==> src/rtl/fuse_pkg.sv <==
package fuse_pkg;
  localparam int DATA_W = 32;
  localparam int CHK_W  = 9;
  localparam int ROW_W  = DATA_W + CHK_W;
  localparam int RADDR_W = 10;
  localparam int RADDR_LSB = 6;

  localparam logic [3:0] CMD_READ      = 4'd0;
  localparam logic [3:0] CMD_PROG_EN   = 4'd2;
  localparam logic [3:0] CMD_PROG_WORD = 4'd10;

  localparam logic [3:0] REG_ACC = 4'd0;
  localparam logic [3:0] REG_ROW = 4'd1;
  localparam logic [3:0] REG_WD0 = 4'd2;
  localparam logic [3:0] REG_WD1 = 4'd3;
  localparam logic [3:0] REG_CMD = 4'd4;
  localparam logic [3:0] REG_ST  = 4'd5;
  localparam logic [3:0] REG_STB = 4'd6;
  localparam logic [3:0] REG_RD0 = 4'd7;
  localparam logic [3:0] REG_RD1 = 4'd8;

  localparam int BIT_CPU_EN  = 15;
  localparam int BIT_CHK_DIS = 9;
  localparam int BIT_CHK_WEN = 8;
  localparam int BIT_READY   = 3;
  localparam int BIT_PROG_OK = 2;
  localparam int BIT_DONE    = 1;
  localparam int BIT_ERR_DET = 17;

  function automatic logic [DATA_W-1:0] unlock_key(input logic [1:0] idx);
    case (idx)
      2'd0:    return 32'h0000_000F;
      2'd1:    return 32'h0000_0004;
      2'd2:    return 32'h0000_0008;
      default: return 32'h0000_000D;
    endcase
  endfunction

  function automatic logic [ROW_W-1:0] new_bits(input logic [DATA_W-1:0] data,
                                                input logic [CHK_W-1:0] chk,
                                                input logic chk_wen);
    return {(chk_wen ? chk : {CHK_W{1'b0}}), data};
  endfunction

  function automatic logic [ROW_W-1:0] fuse_merge(input logic [ROW_W-1:0] old_row,
                                                  input logic [ROW_W-1:0] add);
    return old_row | add;
  endfunction

  function automatic logic err_flag(input logic [CHK_W-1:0] chk, input logic chk_dis);
    return !chk_dis && (chk != '0);
  endfunction
endpackage

==> src/rtl/fuse_unlock.sv <==
module fuse_unlock
  import fuse_pkg::*;
(
  input  logic              clk,
  input  logic              rst_n,
  input  logic              clear,
  input  logic              step_valid,
  input  logic [DATA_W-1:0] key_word,
  output logic              prog_ok
);
  logic [1:0] step_q;
  logic       key_match;

  assign key_match = (key_word == unlock_key(step_q));

  always_ff @(posedge clk) begin
    if (!rst_n || clear) begin
      step_q  <= 2'd0;
      prog_ok <= 1'b0;
    end else if (step_valid && !prog_ok) begin
      if (!key_match) begin
        step_q <= 2'd0;
      end else if (step_q == 2'd3) begin
        step_q  <= 2'd0;
        prog_ok <= 1'b1;
      end else begin
        step_q <= step_q + 2'd1;
      end
    end
  end
endmodule

==> src/rtl/fuse_array.sv <==
module fuse_array
  import fuse_pkg::*;
#(
  parameter int ROWS = 16
) (
  input  logic               clk,
  input  logic               rst_n,
  input  logic               we,
  input  logic [RADDR_W-1:0] wr_row,
  input  logic [ROW_W-1:0]   wr_bits,
  input  logic [RADDR_W-1:0] rd_row,
  output logic [ROW_W-1:0]   rd_bits
);
  logic [ROW_W-1:0] cell_q [ROWS];

  for (genvar r = 0; r < ROWS; r++) begin : g_row
    logic hit;
    assign hit = we && (wr_row == RADDR_W'(r));
    always_ff @(posedge clk) begin
      if (!rst_n)   cell_q[r] <= '0;
      else if (hit) cell_q[r] <= fuse_merge(cell_q[r], wr_bits);
    end
  end

  always_comb begin
    rd_bits = '0;
    for (int r = 0; r < ROWS; r++)
      if (rd_row == RADDR_W'(r)) rd_bits = cell_q[r];
  end
endmodule

==> src/rtl/fuse_ctrl.sv <==
module fuse_ctrl
  import fuse_pkg::*;
#(
  parameter int ROWS        = 16,
  parameter int INIT_CYCLES = 8,
  parameter int CMD_CYCLES  = 4
) (
  input  logic        clk,
  input  logic        rst_n,
  input  logic        bus_we,
  input  logic [3:0]  bus_addr,
  input  logic [31:0] bus_wdata,
  output logic [31:0] bus_rdata
);
  localparam int INIT_W = $clog2(INIT_CYCLES) + 1;
  localparam int CNT_W  = $clog2(CMD_CYCLES) + 1;

  logic               cpu_en_q, chk_dis_q, chk_wen_q;
  logic [RADDR_W-1:0] row_q;
  logic [DATA_W-1:0]  wd0_q;
  logic [CHK_W-1:0]   wd1_q;
  logic [4:0]         cmd_q;
  logic               done_q, err_q;
  logic [DATA_W-1:0]  rd0_q;
  logic [CHK_W-1:0]   rd1_q;
  logic [INIT_W-1:0]  init_cnt_q;
  logic               ready_q, start_prev_q, busy_q;
  logic [CNT_W-1:0]   cnt_q;
  logic [3:0]         op_cmd_q;
  logic [RADDR_W-1:0] op_row_q;
  logic [DATA_W-1:0]  op_wd0_q;
  logic [CHK_W-1:0]   op_wd1_q;
  logic               op_wen_q, op_dis_q;

  // named internal events
  logic cpu_en, launch, finish, pe_valid, arr_we, rd_evt, prog_ok;
  logic [ROW_W-1:0] arr_rd;
  logic wr_hit_stb;

  assign cpu_en     = cpu_en_q;
  assign launch     = cmd_q[0] && !start_prev_q && cpu_en_q && ready_q && !busy_q;
  assign finish     = busy_q && (cnt_q == '0);
  assign pe_valid   = finish && (op_cmd_q == CMD_PROG_EN);
  assign arr_we     = finish && (op_cmd_q == CMD_PROG_WORD) && prog_ok;
  assign rd_evt     = finish && (op_cmd_q == CMD_READ);
  assign wr_hit_stb = bus_we && (bus_addr == REG_STB) && bus_wdata[BIT_DONE];

  fuse_unlock u_unlock (
    .clk        (clk),
    .rst_n      (rst_n),
    .clear      (!cpu_en_q),
    .step_valid (pe_valid),
    .key_word   (op_wd0_q),
    .prog_ok    (prog_ok)
  );

  fuse_array #(.ROWS(ROWS)) u_array (
    .clk     (clk),
    .rst_n   (rst_n),
    .we      (arr_we),
    .wr_row  (op_row_q),
    .wr_bits (new_bits(op_wd0_q, op_wd1_q, op_wen_q)),
    .rd_row  (op_row_q),
    .rd_bits (arr_rd)
  );

  // register writes
  always_ff @(posedge clk) begin
    if (!rst_n) begin
      cpu_en_q <= 1'b0; chk_dis_q <= 1'b0; chk_wen_q <= 1'b0;
      row_q <= '0; wd0_q <= '0; wd1_q <= '0; cmd_q <= '0;
    end else if (bus_we) begin
      case (bus_addr)
        REG_ACC: begin
          cpu_en_q  <= bus_wdata[BIT_CPU_EN];
          chk_dis_q <= bus_wdata[BIT_CHK_DIS];
          chk_wen_q <= bus_wdata[BIT_CHK_WEN];
        end
        REG_ROW: row_q <= bus_wdata[RADDR_LSB +: RADDR_W];
        REG_WD0: wd0_q <= bus_wdata;
        REG_WD1: wd1_q <= bus_wdata[CHK_W-1:0];
        REG_CMD: cmd_q <= bus_wdata[4:0];
        default: ;
      endcase
    end
  end

  // initialisation timer
  always_ff @(posedge clk) begin
    if (!rst_n) begin
      init_cnt_q <= '0;
      ready_q    <= 1'b0;
    end else if (!ready_q) begin
      if (init_cnt_q == INIT_W'(INIT_CYCLES - 1)) ready_q <= 1'b1;
      else init_cnt_q <= init_cnt_q + 1'b1;
    end
  end

  // command sequencer
  always_ff @(posedge clk) begin
    if (!rst_n) begin
      start_prev_q <= 1'b0;
      busy_q <= 1'b0; cnt_q <= '0;
      op_cmd_q <= '0; op_row_q <= '0; op_wd0_q <= '0; op_wd1_q <= '0;
      op_wen_q <= 1'b0; op_dis_q <= 1'b0;
    end else begin
      start_prev_q <= cmd_q[0];
      if (launch) begin
        busy_q   <= 1'b1;
        cnt_q    <= CNT_W'(CMD_CYCLES - 1);
        op_cmd_q <= cmd_q[4:1];
        op_row_q <= row_q;
        op_wd0_q <= wd0_q;
        op_wd1_q <= wd1_q;
        op_wen_q <= chk_wen_q;
        op_dis_q <= chk_dis_q;
      end else if (finish) begin
        busy_q <= 1'b0;
      end else if (busy_q) begin
        cnt_q <= cnt_q - 1'b1;
      end
    end
  end

  // results and flags
  always_ff @(posedge clk) begin
    if (!rst_n) begin
      done_q <= 1'b0; err_q <= 1'b0; rd0_q <= '0; rd1_q <= '0;
    end else begin
      if (finish)          done_q <= 1'b1;
      else if (wr_hit_stb) done_q <= 1'b0;
      if (rd_evt) begin
        rd0_q <= arr_rd[DATA_W-1:0];
        rd1_q <= arr_rd[ROW_W-1:DATA_W];
        err_q <= err_flag(arr_rd[ROW_W-1:DATA_W], op_dis_q);
      end
    end
  end

  always_comb begin
    bus_rdata = '0;
    case (bus_addr)
      REG_ACC: begin
        bus_rdata[BIT_CPU_EN]  = cpu_en_q;
        bus_rdata[BIT_CHK_DIS] = chk_dis_q;
        bus_rdata[BIT_CHK_WEN] = chk_wen_q;
      end
      REG_ROW: bus_rdata[RADDR_LSB +: RADDR_W] = row_q;
      REG_WD0: bus_rdata = wd0_q;
      REG_WD1: bus_rdata[CHK_W-1:0] = wd1_q;
      REG_CMD: bus_rdata[4:0] = cmd_q;
      REG_ST: begin
        bus_rdata[BIT_READY]   = ready_q;
        bus_rdata[BIT_PROG_OK] = prog_ok;
      end
      REG_STB: begin
        bus_rdata[BIT_DONE]    = done_q;
        bus_rdata[BIT_ERR_DET] = err_q;
      end
      REG_RD0: bus_rdata = rd0_q;
      REG_RD1: bus_rdata[CHK_W-1:0] = rd1_q;
      default: ;
    endcase
  end
endmodule

==> config.mk <==
export PLATFORM = sky130hd
export DESIGN_NAME = fuse_ctrl
export DESIGN_NICKNAME = d
export VERILOG_FILES = /design/src/rtl/fuse_pkg.sv /design/src/rtl/fuse_unlock.sv /design/src/rtl/fuse_array.sv /design/src/rtl/fuse_ctrl.sv
export SDC_FILE = /design/constraint.sdc
export NUM_CORES = 2
export LEC_CHECK = 0
export BUFFER_PORTS_ARGS = -buffer_cell sky130_fd_sc_hd__buf_4
export CAP_MARGIN = 20
export CORE_ASPECT_RATIO = 2
export CORE_MARGIN = 2
export CORE_UTILIZATION = 45
export DETAILED_ROUTE_END_ITERATION = 10
export PLACE_DENSITY = 0.65
export SYNTH_ARGS = -nofsm -noshare
export SYNTH_HDL_FRONTEND = slang
export SYNTH_HIERARCHICAL = 1
export SYNTH_SLANG_ARGS = --single-unit
==> constraint.sdc <==
create_clock -name clk -period 9.6 [get_ports clk]
set_input_delay 1.92 -clock clk [delete_from_list [all_inputs] [get_ports clk]]
set_output_delay 1.92 -clock clk [all_outputs]
set_load 0.01 [all_outputs]
==> qor.csv <==
metric,value,unit
clk buf depth,3,
setup TNS,0,ns
gate count of the mapped netlist,3669,
Final Hold Fails,0,
clock sink count,828,
largest net degree at the start of global routing,88,
actual slew at the worst max-slew pin,1.15,ns
Worst-Skew Late Latency,0.66,ns
DRT iter0 DRCs,3263,
"Reg clk slew, reported paths",0.07,ns
final std cells w/o fill,4736,
final WL,136000,um
vias,30800,
crit path kind,in2out,
global route overflow,0,
die span in x,213,um
synthesized area per cell,10.7,um^2
max_slew headroom,23.3,%
# IOs,71,
synthesized flop and latch total,828,
IO buf count,70,
CTS root buf,clkbuf_16,
post-CTS resize count,0,
leading area contributor after synthesis,edfxtp_1,
First-pass DRT Iterations,7,
Die Y,422,um
sequential share of the synthesized area,59.0,%
area grow syn2layout,9.44,%
Routed wire per std cell,28.7,um
Worst Setup End Kind,primary output,
placeable core area,86700,um^2
antenna violations before repair,0,
fin worst setup slack,4.24,ns
final number of setup-violating endpoints,0,
full die area,89700,um^2
Max Slew Vio Count,0,
Worst Clk Skew,0.0271,ns
outcome,"complete, no violations",
Post-synth EDFFs,656,
final period utilization,55.8,%
Critical Path Source Type,input port,
postcts setup bufs,0,
combinational share of power,3.6,%
Max rail drop VDD,0.228,mV
# nets final,3571,
Final ANT Viol Nets,0,
Static Leakage,13.7,nW
CTS tree,done,
Synthesized Nets,3715,
Place WS,3.93,ns
hold buffers post-CTS,0,
"top cells by area, synth","edfxtp_1, dfxtp_1, o21a_1",
WP data required,7.68,ns
switching share of power,22.3,%
# DRC,0,
share of layout cells above drive strength 1,11.2,%
CTS buffer count,70,
vias in the first global route,30600,
maximum fanout count along the critical path,32,
Seq pwr share,56.7,%
initial core utilization,45.2,%
Max Cap Viol,0,
gp weighted congestion,0.946,
row cnt,153,
final HPWL from detailed placement,80600,um
share of the synthesized area in the top cell type,50.2,%
H-Tree Depth,3,
power per cell area,168,nW/um^2
# diodes,0,
first-pass GRT wire length,199000,um
placed cell count,4614,
Int Pwr,5.60,mW
commonest register cell after synthesis,edfxtp_1,
Netlist cell types,68,
share of flip-flops with an asynchronous set or reset,0,%
RSZ-0062 raised after global routing,false,
Clock power frac,39.6,%
GRT Overall Usage,30.2,%
clock period minus worst slack,5.36,ns
Ys Warns,6,
Hold WC Path Type,reg2reg,
routed vias/inst,6.50,
arrival time at the worst endpoint,3.44,ns
fillers,7886,
Max Clock Freq,187,MHz
Post-Synthesis Cell Area,39200,um^2
Final Core Density,49.5,%
Psw,1.61,mW
==> routing by layer <==
metal | up-vias | global-route usage [%] | routed length [um]
li1 | 13300 | - | -
met1 | 15100 | 32.9 | 44600
met2 | 1797 | 53.1 | 68300
met3 | 564 | 5.08 | 11800
met4 | 0 | 20.5 | 11000
met5 | - | 0 | 0
==> registers in the layout, indices dropped and copies added (netlist names), 2 cells and up <==
name and cells:
u_array/cell_q 656, op_wd0_q 32, rd0_q 32, wd0_q 32
op_row_q 10, row_q 10, op_wd1_q 9, rd1_q 9
wd1_q 9, cmd_q 5, init_cnt_q 4, op_cmd_q 4
cnt_q 3, u_unlock/step_q 2
==> cell usage in the layout, fill, tap and decap left out, drive strengths merged, types with 7 or more instances in the layout <==
cell type  count
o21ai        195
nand2        159
inv           20
o22ai         78
edfxtp       656
mux2          81
nor2b         13
clkbuf        93
and2          14
a221oi        43
nor4          12
a21oi        209
ha             7
a211oi        42
a22oi         61
dfxtp        172
nor3          14
o21a         411
clkinv        17
a32oi         42
nor2         637
o2111ai       38
or4            8
mux2i         86
a22o          17
nand3        212
buf          146
nand2b         8
==> synth_stat cells (5+ instances only) <==
| cell type | count |
|---|---|
| edfxtp_1 | 656 |
| nor2_1 | 636 |
| o21a_1 | 411 |
| clkbuf_1 | 299 |
| nand3_1 | 212 |
| a21oi_1 | 209 |
| o21ai_0 | 190 |
| dfxtp_1 | 172 |
| nand2_1 | 158 |
| mux2i_1 | 86 |
| mux2_2 | 81 |
| o22ai_1 | 78 |
| a22oi_1 | 61 |
| buf_2 | 47 |
| a221oi_1 | 43 |
| a211oi_1 | 42 |
| a32oi_1 | 42 |
| o2111ai_1 | 38 |
| a22o_1 | 17 |
| and2_1 | 14 |
| nor2b_1 | 13 |
| nor3_1 | 13 |
| buf_1 | 12 |
| inv_1 | 12 |
| nor4_1 | 12 |
| nand2b_1 | 8 |
| ha_1 | 7 |
| or4_1 | 7 |
| or2_2 | 6 |
| or3_1 | 6 |
| and3b_1 | 5 |
| o21ai_1 | 5 |
| or3b_2 | 5 |
==> final cells by class <==
| cell class | instances | area (um^2) | area share [%] |
|---|---|---|---|
| inverter | 15 | 58.8 | 0.137 |
| clock buffer | 93 | 1890 | 4.40 |
| tap | 1162 | 1450 | 3.39 |
| clock inverter | 28 | 288 | 0.670 |
| timing repair buffer | 146 | 1100 | 2.57 |
| sequential | 828 | 23200 | 53.9 |
| multi-input combinational | 2464 | 15000 | 34.9 |
==> worst paths after layout <==
| path | startpoint | endpoint | slack [ns] | cells after the start |
|---|---|---|---|---|
| setup / recovery | bus_addr[1] | bus_rdata[2] | 4.24 | 6 |
| hold / removal | op_wd1_q[8]$_SDFFE_PN0P_ | op_wd1_q[8]$_SDFFE_PN0P_ | 0.47 | 2 |
| setup reg to reg | op_row_q[1]$_SDFFE_PN0P_ | err_q$_SDFFE_PN0P_ | 5.07 | 10 |
| hold reg to reg | op_wd1_q[8]$_SDFFE_PN0P_ | op_wd1_q[8]$_SDFFE_PN0P_ | 0.47 | 2 |
==> logic make-up after synthesis <==
group                      synth area share, %
AOI/OAI and AO/OA                         19.9
xor gates and xnor gates                0.0893
adders and majority gates                0.223
buffers and inverters                     3.80
DFF                                       59.0
muxes                                     4.52
and+or+nand+nor                           12.5
==> power by group through the flow <==
stage / clock network (mW) / registers (mW) / logic (mW)
after floorplan: 0 / 4.15 / 0.149
after global placement: 0 / 4.16 / 0.254
after detailed placement: 0 / 4.17 / 0.255
after CTS: 2.89 / 4.09 / 0.256
after global routing: 3.00 / 4.10 / 0.276
final: 2.86 / 4.09 / 0.263
==> through the flow <==
step	instance area, um^2	total power, mW	hold slack (ns)
floorplan	39200	4.30	0.445
global placement	40700	4.41	0.460
detailed placement	40700	4.42	0.464
CTS	42900	7.23	0.473
global route	42900	7.38	0.500
finish	42900	7.21	0.475
==> critical path, cell delays in order <==
cell,delay (ns)
buf_4,0.28
and4b_1,0.59
buf_8,0.25
a22oi_1,0.11
o221ai_1,0.13
buf_4,0.15
Power figures use the tool's default switching activity.
